==> src/rtl/nbb_pkg.sv <==
package nbb_pkg;
  typedef enum logic [2:0] {
    ST_WAIT_LO,
    ST_TAKE_LO,
    ST_END_LO,
    ST_WAIT_HI,
    ST_TAKE_HI,
    ST_END_HI,
    ST_SEND,
    ST_DONE
  } nbb_state_e;

  localparam int unsigned HALVES = 2;
endpackage

==> src/rtl/nbb_ctrl.sv <==
module nbb_ctrl
  import nbb_pkg::*;
(
  input  logic clk_i,
  input  logic rst_ni,
  input  logic stb_i,
  output logic lo_ld_o,
  output logic hi_ld_o,
  output logic out_ld_o
);
  nbb_state_e state_q, state_d;

  always_comb begin
    state_d = state_q;
    unique case (state_q)
      ST_WAIT_LO: if (stb_i)  state_d = ST_TAKE_LO;
      ST_TAKE_LO:             state_d = ST_END_LO;
      ST_END_LO:  if (!stb_i) state_d = ST_WAIT_HI;
      ST_WAIT_HI: if (stb_i)  state_d = ST_TAKE_HI;
      ST_TAKE_HI:             state_d = ST_END_HI;
      ST_END_HI:  if (!stb_i) state_d = ST_SEND;
      ST_SEND:                state_d = ST_DONE;
      ST_DONE:                state_d = ST_WAIT_LO;
      default:                state_d = ST_WAIT_LO;
    endcase
  end

  always_ff @(posedge clk_i or negedge rst_ni) begin
    if (!rst_ni) state_q <= ST_WAIT_LO;
    else         state_q <= state_d;
  end

  assign lo_ld_o  = (state_q == ST_TAKE_LO);
  assign hi_ld_o  = (state_q == ST_TAKE_HI);
  assign out_ld_o = (state_q == ST_SEND);
endmodule

==> src/rtl/nbb_nib_reg.sv <==
module nbb_nib_reg #(
  parameter int unsigned W = 4
) (
  input  logic         clk_i,
  input  logic         rst_ni,
  input  logic         ld_i,
  input  logic [W-1:0] d_i,
  output logic [W-1:0] q_o
);
  always_ff @(posedge clk_i or negedge rst_ni) begin
    if (!rst_ni)   q_o <= '0;
    else if (ld_i) q_o <= d_i;
  end
endmodule

==> src/rtl/nbb_datapath.sv <==
module nbb_datapath
  import nbb_pkg::*;
#(
  parameter  int unsigned NIB_W  = 4,
  localparam int unsigned BYTE_W = HALVES * NIB_W
) (
  input  logic              clk_i,
  input  logic              rst_ni,
  input  logic [NIB_W-1:0]  nib_i,
  input  logic              lo_ld_i,
  input  logic              hi_ld_i,
  input  logic              out_ld_i,
  output logic [BYTE_W-1:0] byte_o,
  output logic              vld_o
);
  logic [HALVES-1:0] half_ld;
  logic [BYTE_W-1:0] halves;

  assign half_ld = {hi_ld_i, lo_ld_i};

  // half 0 holds the first nibble, half 1 the second
  for (genvar g = 0; g < HALVES; g++) begin : g_half
    nbb_nib_reg #(.W(NIB_W)) u_reg (
      .clk_i (clk_i),
      .rst_ni(rst_ni),
      .ld_i  (half_ld[g]),
      .d_i   (nib_i),
      .q_o   (halves[g*NIB_W +: NIB_W])
    );
  end

  always_ff @(posedge clk_i or negedge rst_ni) begin
    if (!rst_ni) begin
      byte_o <= '0;
      vld_o  <= 1'b0;
    end else begin
      vld_o <= out_ld_i;
      if (out_ld_i) byte_o <= halves;
    end
  end
endmodule

==> src/rtl/nibble_byte_bridge.sv <==
module nibble_byte_bridge
  import nbb_pkg::*;
#(
  parameter  int unsigned NIB_W  = 4,
  localparam int unsigned BYTE_W = HALVES * NIB_W
) (
  input  logic              clk_i,
  input  logic              rst_ni,
  input  logic [NIB_W-1:0]  nib_i,
  input  logic              nib_stb_i,
  output logic [BYTE_W-1:0] byte_o,
  output logic              byte_vld_o
);
  logic lo_ld, hi_ld, out_ld;

  nbb_ctrl u_ctrl (
    .clk_i   (clk_i),
    .rst_ni  (rst_ni),
    .stb_i   (nib_stb_i),
    .lo_ld_o (lo_ld),
    .hi_ld_o (hi_ld),
    .out_ld_o(out_ld)
  );

  nbb_datapath #(.NIB_W(NIB_W)) u_dp (
    .clk_i   (clk_i),
    .rst_ni  (rst_ni),
    .nib_i   (nib_i),
    .lo_ld_i (lo_ld),
    .hi_ld_i (hi_ld),
    .out_ld_i(out_ld),
    .byte_o  (byte_o),
    .vld_o   (byte_vld_o)
  );
endmodule

==> config.mk <==
export PLATFORM = sky130hd
export DESIGN_NAME = nibble_byte_bridge
export DESIGN_NICKNAME = d
export VERILOG_FILES = /design/src/rtl/nbb_pkg.sv /design/src/rtl/nbb_ctrl.sv /design/src/rtl/nbb_nib_reg.sv /design/src/rtl/nbb_datapath.sv /design/src/rtl/nibble_byte_bridge.sv
export SDC_FILE = /design/constraint.sdc
export NUM_CORES = 1
export LEC_CHECK = 0
export CORE_UTILIZATION = 45
export CTS_BUF_LIST = sky130_fd_sc_hd__clkbuf_16
export DETAILED_ROUTE_END_ITERATION = 7
export HOLD_SLACK_MARGIN = 0.08
export PLACE_DENSITY = 0.8
export SLEW_MARGIN = 20
export SYNTH_ARGS = -nofsm -noshare
export SYNTH_HDL_FRONTEND = slang
export SYNTH_SLANG_ARGS = --single-unit
export TNS_END_PERCENT = 100
==> constraint.sdc <==
create_clock -name clk_i -period 4.39 [get_ports clk_i]
set_clock_uncertainty 0.2 [all_clocks]
set_input_delay 1.317 -clock clk_i [delete_from_list [all_inputs] [get_ports clk_i]]
set_output_delay 1.317 -clock clk_i [all_outputs]
set_load 0.02 [all_outputs]
After elaboration in Yosys (flattened, before gate mapping)
Index checks and enable logic that the tools add are counted.
{"block": "op_classes", "addsub": 0, "mul": 0, "n_div": 0, "magnitude_cmp": 0, "eq_ne": 11, "shift": 0, "mux": 5, "bitwise": 0, "n_reduce_logical": 2}
{"cell": "$pmux 3 s8", "n": 1}
{"cell": "$eq 3x3->1 const B", "n": 4}
{"cell": "$mux 3", "n": 4}
{"cell": "$ne 2x2->1 const B", "n": 4}
{"cell": "$eq 3x2->1 const B", "n": 2}
{"cell": "$reduce_and 4->1", "n": 1}
{"cell": "$eq 3x1->1 const B", "n": 1}
{"cell": "$logic_not 3->1", "n": 1}
{"block": "word_totals", "register_bits": 20, "latchBits": 0, "ramBits": 0, "rom_bits": 0, "inputBits": 7, "out_inout_bits": 9, "wordCells": 23, "memories": 0}

Logic depth before layout (Yosys ltp)
Gate-level depths: netlist of run 1.
{"block": "depth", "depth_word": 3, "mapped_depth": 4, "mapped_depth_nobuf": 3}

Modules after synthesis
Synthesis of run 1 repeated with hierarchy kept, for this count alone.
{"block": "unflattened", "cells_unflattened": 53, "area_unflattened_um2": 819.5}
{"mod": "nbb_datapath", "n_inst": 1, "cells_each": 18, "area_each_um2": 356.6, "seq_area_each_um2": 225.2}
{"mod": "nbb_nib_reg", "n_inst": 2, "cells_each": 8, "area_each_um2": 145.1, "seq_area_each_um2": 100.1}
{"mod": "nbb_ctrl", "n_inst": 1, "cells_each": 19, "area_each_um2": 172.7, "seq_area_each_um2": 75.1}

Worst setup path before layout of run 1
No wires, ideal clock.
{"block": "synth_timing", "kind": "input to register", "startpoint": "input port nib_stb_i", "endpoint": "register u_ctrl.state_q[0]", "setup_ps": 147, "t_arrival_ps": 1669, "required_time_ps": 4043, "setup_slack_ps": 2373, "stages": 3, "path_buffers": 0, "path_cell_list": "nor2b_1 > o21ai_0 > o311ai_0"}
{"block": "synth_between", "elab_chain_len": 2, "word_cells_on_any_way": 5, "cone_classes": "eq/ne (4); reduce/logical (1)"}
{"item": "start: declaration", "line": "nibble_byte_bridge.sv:10", "text": "input logic nib_stb_i,"}
{"item": "$ne 2x2->1 (no line)"}
{"item": "$reduce_and 4->1 (no line) *"}
{"item": "end signal: assignment", "line": "nbb_ctrl.sv:30", "text": "else state_q <= state_d;"}
{"item": "end: declaration", "line": "nbb_ctrl.sv:11", "text": "nbb_state_e state_q, state_d;"}
Mark *: on every way between the ends. The rest lies on a longest branch, timed or not.
A chain may end at the register's enable or synchronous reset.

Worst setup path after layout of run 1
{"block": "layout_timing", "startpoint": "register u_dp.byte_o[0]", "endpoint": "output port byte_o[0]"}
{"item": "start: declaration", "line": "nbb_datapath.sv:13", "text": "output logic [BYTE_W-1:0] byte_o,"}
{"item": "start signal: assignment", "line": "nbb_datapath.sv:38", "text": "if (out_ld_i) byte_o <= halves;"}
{"item": "end: declaration", "line": "nibble_byte_bridge.sv:11", "text": "output logic [BYTE_W-1:0] byte_o,"}
No word-level cell between the ends.

==> metrics.txt, run 1 <==
slowest stage delay, CP=0.60 ns; hpwl dp=about 850 um; Layout Cells excl Fill=88; crit path launch type=register; largest net degree at the start of global routing=21; sequence of cells on the critical path=clkdlybuf4s50_1; vias after detailed routing=between 400 and 500; All-Layer GR Usage=0.1530; io pins=16; WL/cell=about 13 um; Inst Count DP=84; Clock Tree Buf Depth=2; DR DRC count=2; most common cell in the netlist=dfrtp_1; EDFF count, synth=0; multi-input logic area=around 280 um2; Post-synth ARST share=1.000; Routed Antenna Nets=0; FF+latch area=500.5 um2; initial antenna violation count=0; setup bufs post-CTS=0; Setup TNS=0 ns; maximum VDD drop=~0.47 mV; #FFs+latches synth=20; NetSw=0.0002498 W; worst setup path class=reg2out; YS warnings=0; Power Density=slightly below 800 nW/um2; Synth Flop Type=dfrtp_1; sequential area share after synthesis=0.6289; Final Slew Violations=0; CTS tree=done; Int Power=around 0.00058 W; first drt pass iteration count=5; grt ovf=0; H-tree depth=1; # fillers=111; post_cts resized=0; Sw Share=0.3025; hold_buf cts=0; Worst path top cell family by delay=buffers and inverters; Max Freq=between 0.3 and 0.4 GHz; Root Buffer=clkbuf_16; layout cells sized above 1=0.3056; CP arrival=~1.2 ns; Buffers on Ports=15; Pleak=about 0.46 nW; Final Total Pwr=between 0.0008 and 0.0009 W; ranking of synthesized cells by area=dfrtp_1 (63%), mux2_2 (17%), mux2_4 (7.5%); Antenna Cells=0; sequential share of power=0.409; Combinational Power Share=0.374; total core area=about 1600 um2; crit share post-route=0.6164; Mapped Nets=61; Final GP Congestion=just over 0.7; top-area cell type share of the netlist area=0.6289; DRT iter0 DRCs=5; crit end category=primary output; Slew headroom=0.4198; Worst Path Buf+Inv=1; Starting Density=0.5048; leading cell types by count after synthesis=dfrtp_1 (20), mux2_2 (12), o21ai_0 (5); CTS clk-pin slew, worst paths=0.05 ns; Clock Latency Late Sink=around 0.24 ns; Crit-path slowest cell=clkdlybuf4s50_1; Synth cell types=14; vias in the first global route=~470; Post-layout nets=80; run status=complete, but fails checks; CTS sink cnt=20; Max Fanout on Critical Path=2; RSZ-0062 raised after global routing=false; Hold Vio Cnt, Final=0; Die Ht=44.05 um; synth-to-layout area growth=30.66%; CP required=2.87 ns; die width=44.05 um; max-cap check violation count=0; HP Class=reg2reg; cells after synthesis=54; setup violators final=0; total CTS buffers=3; Avg Inst Size Synth=around 15 um2; Worst-Margin Slew=0.8677 ns; failing checks=DRC; area of the mapped netlist=795.8 um2; clock power share=0.217; final critical-path required period=about 2.7 ns; Via density=5.239; cell taking the most area after synthesis=dfrtp_1; final WL=1176 um; row count=14; die area=1940 um2; first-pass GRT wire length=2125 um
## cells in the final DEF, fill, tap and decap left out, types with 2 or more instances in the layout
master           count
mux2_2              12
nand3_1              2
nand2_1              2
inv_1                2
mux2_4               4
o21ai_0              5
clkbuf_16            3
dfrtp_1             20
clkdlybuf4s50_1     15
## per-layer routing
metal	wire, um	vias up	track usage
met2	548	10	0.2235
met5	0	-	0
li1	-	227	-
met1	587	224	0.2247
met4	0	0	0.05455
met3	40	0	0.03673
## power by group through the flow
stage | Combinational [W] | Sequential, W | Clock, W
2_1_floorplan | 0.000156 | 0.000376 | 0
3_3_place_gp | 0.000303 | 0.000335 | 0
3_5_place_dp | 0.000311 | 0.000340 | 0
4_1_cts | 0.000313 | 0.000339 | 0.000183
5_1_grt | 0.000337 | 0.000352 | 0.000191
6_report | 0.000308 | 0.000338 | 0.000179
## final cells by class
cell class	count	share of cell area
clock buffer	3	0.07220
sequential	20	0.4813
tap	16	0.01925
multi-input combinational	30	0.2684
clock inverter	1	0.003610
inverter	3	0.01083
timing repair buffer	15	0.1444
## state kept, by name, indices dropped and copies added, names as in the netlist
signal / cells
u_ctrl.state_q: 3
u_dp.g_half.u_reg.q_o: 8
u_dp.byte_o: 8
u_dp.vld_o: 1
## through the flow
stage                     cell area (um2)  hold slack (ns)  setup WS, ns    util
final                                1040           0.3004         1.684  0.6595
after global routing                 1040           0.3163         1.640  0.6595
after CTS                            1040           0.3035         1.676  0.6595
after detailed placement            960.9           0.2913         1.787  0.6095
after global placement              960.9           0.2878         1.784  0.6095
after floorplan                     795.8           0.2767         2.373       -
## worst reg2reg max path, delay by kind of cell (launching register included)
family | cells | cell delay (ns)
flip-flops | 1 | 0.40
AND/OR/NAND/NOR | 1 | 0.33
multiplexers | 1 | 0.33
buffers and inverters | 1 | 0.18
## path summary, 6_finish.rpt
path / from / slack (ns) / cells past startpoint / to
max: u_dp.byte_o[0] / 1.68 / 1 / byte_o[0]
min: u_dp.byte_o[6] / 0.30 / 1 / u_dp.byte_o[6]
max reg2reg: u_ctrl.state_q[0] / 2.83 / 3 / u_dp.g_half[1].u_reg.q_o[3]
min reg2reg: u_dp.byte_o[6] / 0.30 / 1 / u_dp.byte_o[6]
max in group asynchronous: rst_ni / 2.08 / 1 / u_dp.vld_o
min in group asynchronous: rst_ni / 1.37 / 1 / u_dp.g_half[1].u_reg.q_o[0]
## kinds of logic after synthesis
| logic type | after synthesis | share of synthesized area |
|---|---|---|
| flops | 20 | 0.6289 |
| mux | 16 | 0.2453 |
| simple gates | 8 | 0.06291 |
| compound gates | 6 | 0.04245 |
| buf+inv | 4 | 0.02043 |
No activity file was read; power rests on OpenSTA's default activity.
==> inputs of run 2 (changes only) <==
- clock period: 4.39 -> 2.66 ns (I/O delays scaled with it)
==> metrics.txt, run 2 (same netlist as run 1, synthesis figures left out) <==
run status=complete, but fails checks (unchanged); failing checks=DRC (unchanged); DRT iter0 DRCs=6 (was 5); Crit-path slowest cell=clkdlybuf4s50_1 (unchanged); reg2reg end=u_dp.g_half[1].u_reg.q_o[1] (was u_dp.g_half[1].u_reg.q_o[3]); Root Buffer=clkbuf_16 (unchanged); worst r2r src=u_ctrl.state_q[0] (unchanged); Starting Density=0.5048 (unchanged); grt ovf=0 (unchanged); Via density=5.225 (was 5.239); Largest regs=u_dp.byte_o: 8 flops, u_dp.g_half.u_reg.q_o: 8 flops, u_ctrl.state_q: 3 flops (unchanged); Cell Area, Placed=968.4 um2 (was 960.9 um2); hold_buf cts=0 (unchanged); HP Class=reg2reg (unchanged); Hold Vio Cnt, Final=0 (unchanged); final WL=1276 um (was 1176 um); Die Ht=44.05 um (unchanged); setup bufs post-CTS=0 (unchanged); die area=1940 um2 (unchanged); H-tree depth=1 (unchanged); hold_ws=0.3006 ns (was 0.3004 ns); Pleak=0.4648 nW (was 0.4600 nW); Worst Path Buf+Inv=1 (unchanged); die width=44.05 um (unchanged); Clock Latency Late Sink=0.25 ns (was 0.24 ns); first drt pass iteration count=8 (was 5); max-cap check violation count=0 (unchanged); dpl ws=0.5742 ns (was 1.787 ns); Setup TNS=0 ns (unchanged); DR DRC count=1 (was 2); Buffers on Ports=15 (unchanged); final critical-path required period=~2.2 ns; sequential share of power=0.404 (was 0.409); synth-to-layout area growth=31.60% (was 30.66%); commonest non-fill, non-tap cells in the layout=dfrtp_1 (20), clkdlybuf4s50_1 (15), mux2_2 (12), o21ai_0 (5), mux2_4 (4) (unchanged); Max Freq=~0.46 GHz; NetSw=0.0004183 W (was 0.0002498 W); Routed Antenna Nets=0 (unchanged); clock power share=0.222 (was 0.217); hpwl dp=868.6 um (was 847.9 um); Reg2Reg Depth=3 (unchanged); largest net degree at the start of global routing=21 (unchanged); layout cells sized above 1=0.3151 (was 0.3056); post-layout instance area=1047 um2 (was 1040 um2); Clock Tree Buf Depth=2 (unchanged); Endpoint, Worst Hold=u_dp.byte_o[3] (was u_dp.byte_o[6]); slowest stage delay, CP=0.60 ns (about the same); total core area=1577 um2 (unchanged); Power Density=1308 nW/um2 (was 794.0 nW/um2); Slew headroom=0.7777 (was 0.4198); total CTS buffers=3 (unchanged); post_cts resized=0 (unchanged); CTS clk-pin slew, worst paths=0.05 ns (about the same); CP arrival=1.19 ns (about the same); Final Slew Violations=0 (unchanged); crit path launch type=register (unchanged); Worst path top cell family by delay=buffers and inverters (unchanged); CTS tree=done (unchanged); commonest non-fill, non-tap cell in the layout=dfrtp_1 (unchanged); Final Total Pwr=0.001370 W (was 0.0008255 W); io pins=16 (unchanged); Sw Share=0.3053 (was 0.3025); reg2reg setup slack=1.10 ns (was 2.83 ns); maximum VDD drop=0.6183 mV (was 0.4659 mV); sequence of cells on the critical path=clkdlybuf4s50_1 (unchanged); Antenna Cells=0 (unchanged); PnR worst setup slack=0.4738 ns (was 1.684 ns); vias after detailed routing=465 (was 461); row count=14 (unchanged); WHS Path Cells=1 (unchanged); CP required=1.66 ns (was 2.87 ns); Int Power=0.0009517 W (was 0.0005758 W); setup violators final=0 (unchanged); Final GP Congestion=0.7081 (was 0.7221); first-pass GRT wire length=2194 um (was 2125 um); WL/cell=14.34 um (was 13.36 um); Worst-Margin Slew=0.3317 ns (was 0.8677 ns); crit end category=primary output (unchanged); worst setup path class=reg2out (unchanged); Post-layout nets=81 (was 80); vias in the first global route=449 (was 468); initial antenna violation count=0 (unchanged); RSZ-0062 raised after global routing=false (unchanged); crit share post-route=0.8219; Combinational Power Share=0.374 (about the same); Max Fanout on Critical Path=2 (unchanged); CTS sink cnt=20 (unchanged); All-Layer GR Usage=0.1654 (was 0.1530); hold path startpoint=u_dp.g_half[0].u_reg.q_o[3] (was u_dp.byte_o[6])
==> run 2: cell types whose count changed in the layout (fill, tap and decap cells not counted), sizes merged <==
cell  change
buf       +1
==> run 2: cell type report <==
cell class | instances | area, um2
fillers | 124 | 529.3
repair buffers | 16 | 157.7
clock buffers | 3 | 75.07
well taps | 16 | 20.02
inverters | 3 | 11.26
multi-input cells | 30 | 279.0
clock inverters | 1 | 3.754
flip-flops and latches | 20 | 500.5
==> run 2: worst reg2reg max path, cell delays in order, from the launching register on <==
cell and delay [ns]:
dfrtp_1 0.40, inv_1 0.17, and3_1 0.34, mux2_4 0.33
==> run 2: power groups by stage <==
stage               combinational (W)  clock [W]  sequential [W]
floorplan                    0.000258          0        0.000620
global placement             0.000501          0        0.000550
detailed placement           0.000516          0        0.000557
CTS                          0.000519   0.000315        0.000556
global route                 0.000556   0.000327        0.000573
finish                       0.000513   0.000304        0.000553
==> run 2: worst max-delay path by stage <==
stage                               from                 to  slack, ns  cells after the start
after floorplan                nib_stb_i  u_ctrl.state_q[0]       1.16                      3
after global placement         nib_stb_i  u_ctrl.state_q[0]       0.66                      4
after detailed placement       nib_stb_i  u_ctrl.state_q[0]       0.57                      4
after CTS                 u_dp.byte_o[0]          byte_o[0]       0.46                      1
after global routing      u_dp.byte_o[5]          byte_o[5]       0.44                      1
final                     u_dp.byte_o[2]          byte_o[2]       0.47                      1
==> run 2: per-stage QoR <==
stage	util	std cells
6_report	0.6643	89
5_1_grt	0.6643	89
4_1_cts	0.6643	89
3_5_place_dp	0.6143	85
3_3_place_gp	0.6143	85
2_1_floorplan	-	54
==> run 2: layer usage <==
layer	GRT usage	vias up	routed length [um]
met5	0	-	0
met4	0.09091	0	9
li1	-	231	-
met3	0.05306	2	54
met1	0.2363	218	580
met2	0.2235	14	632
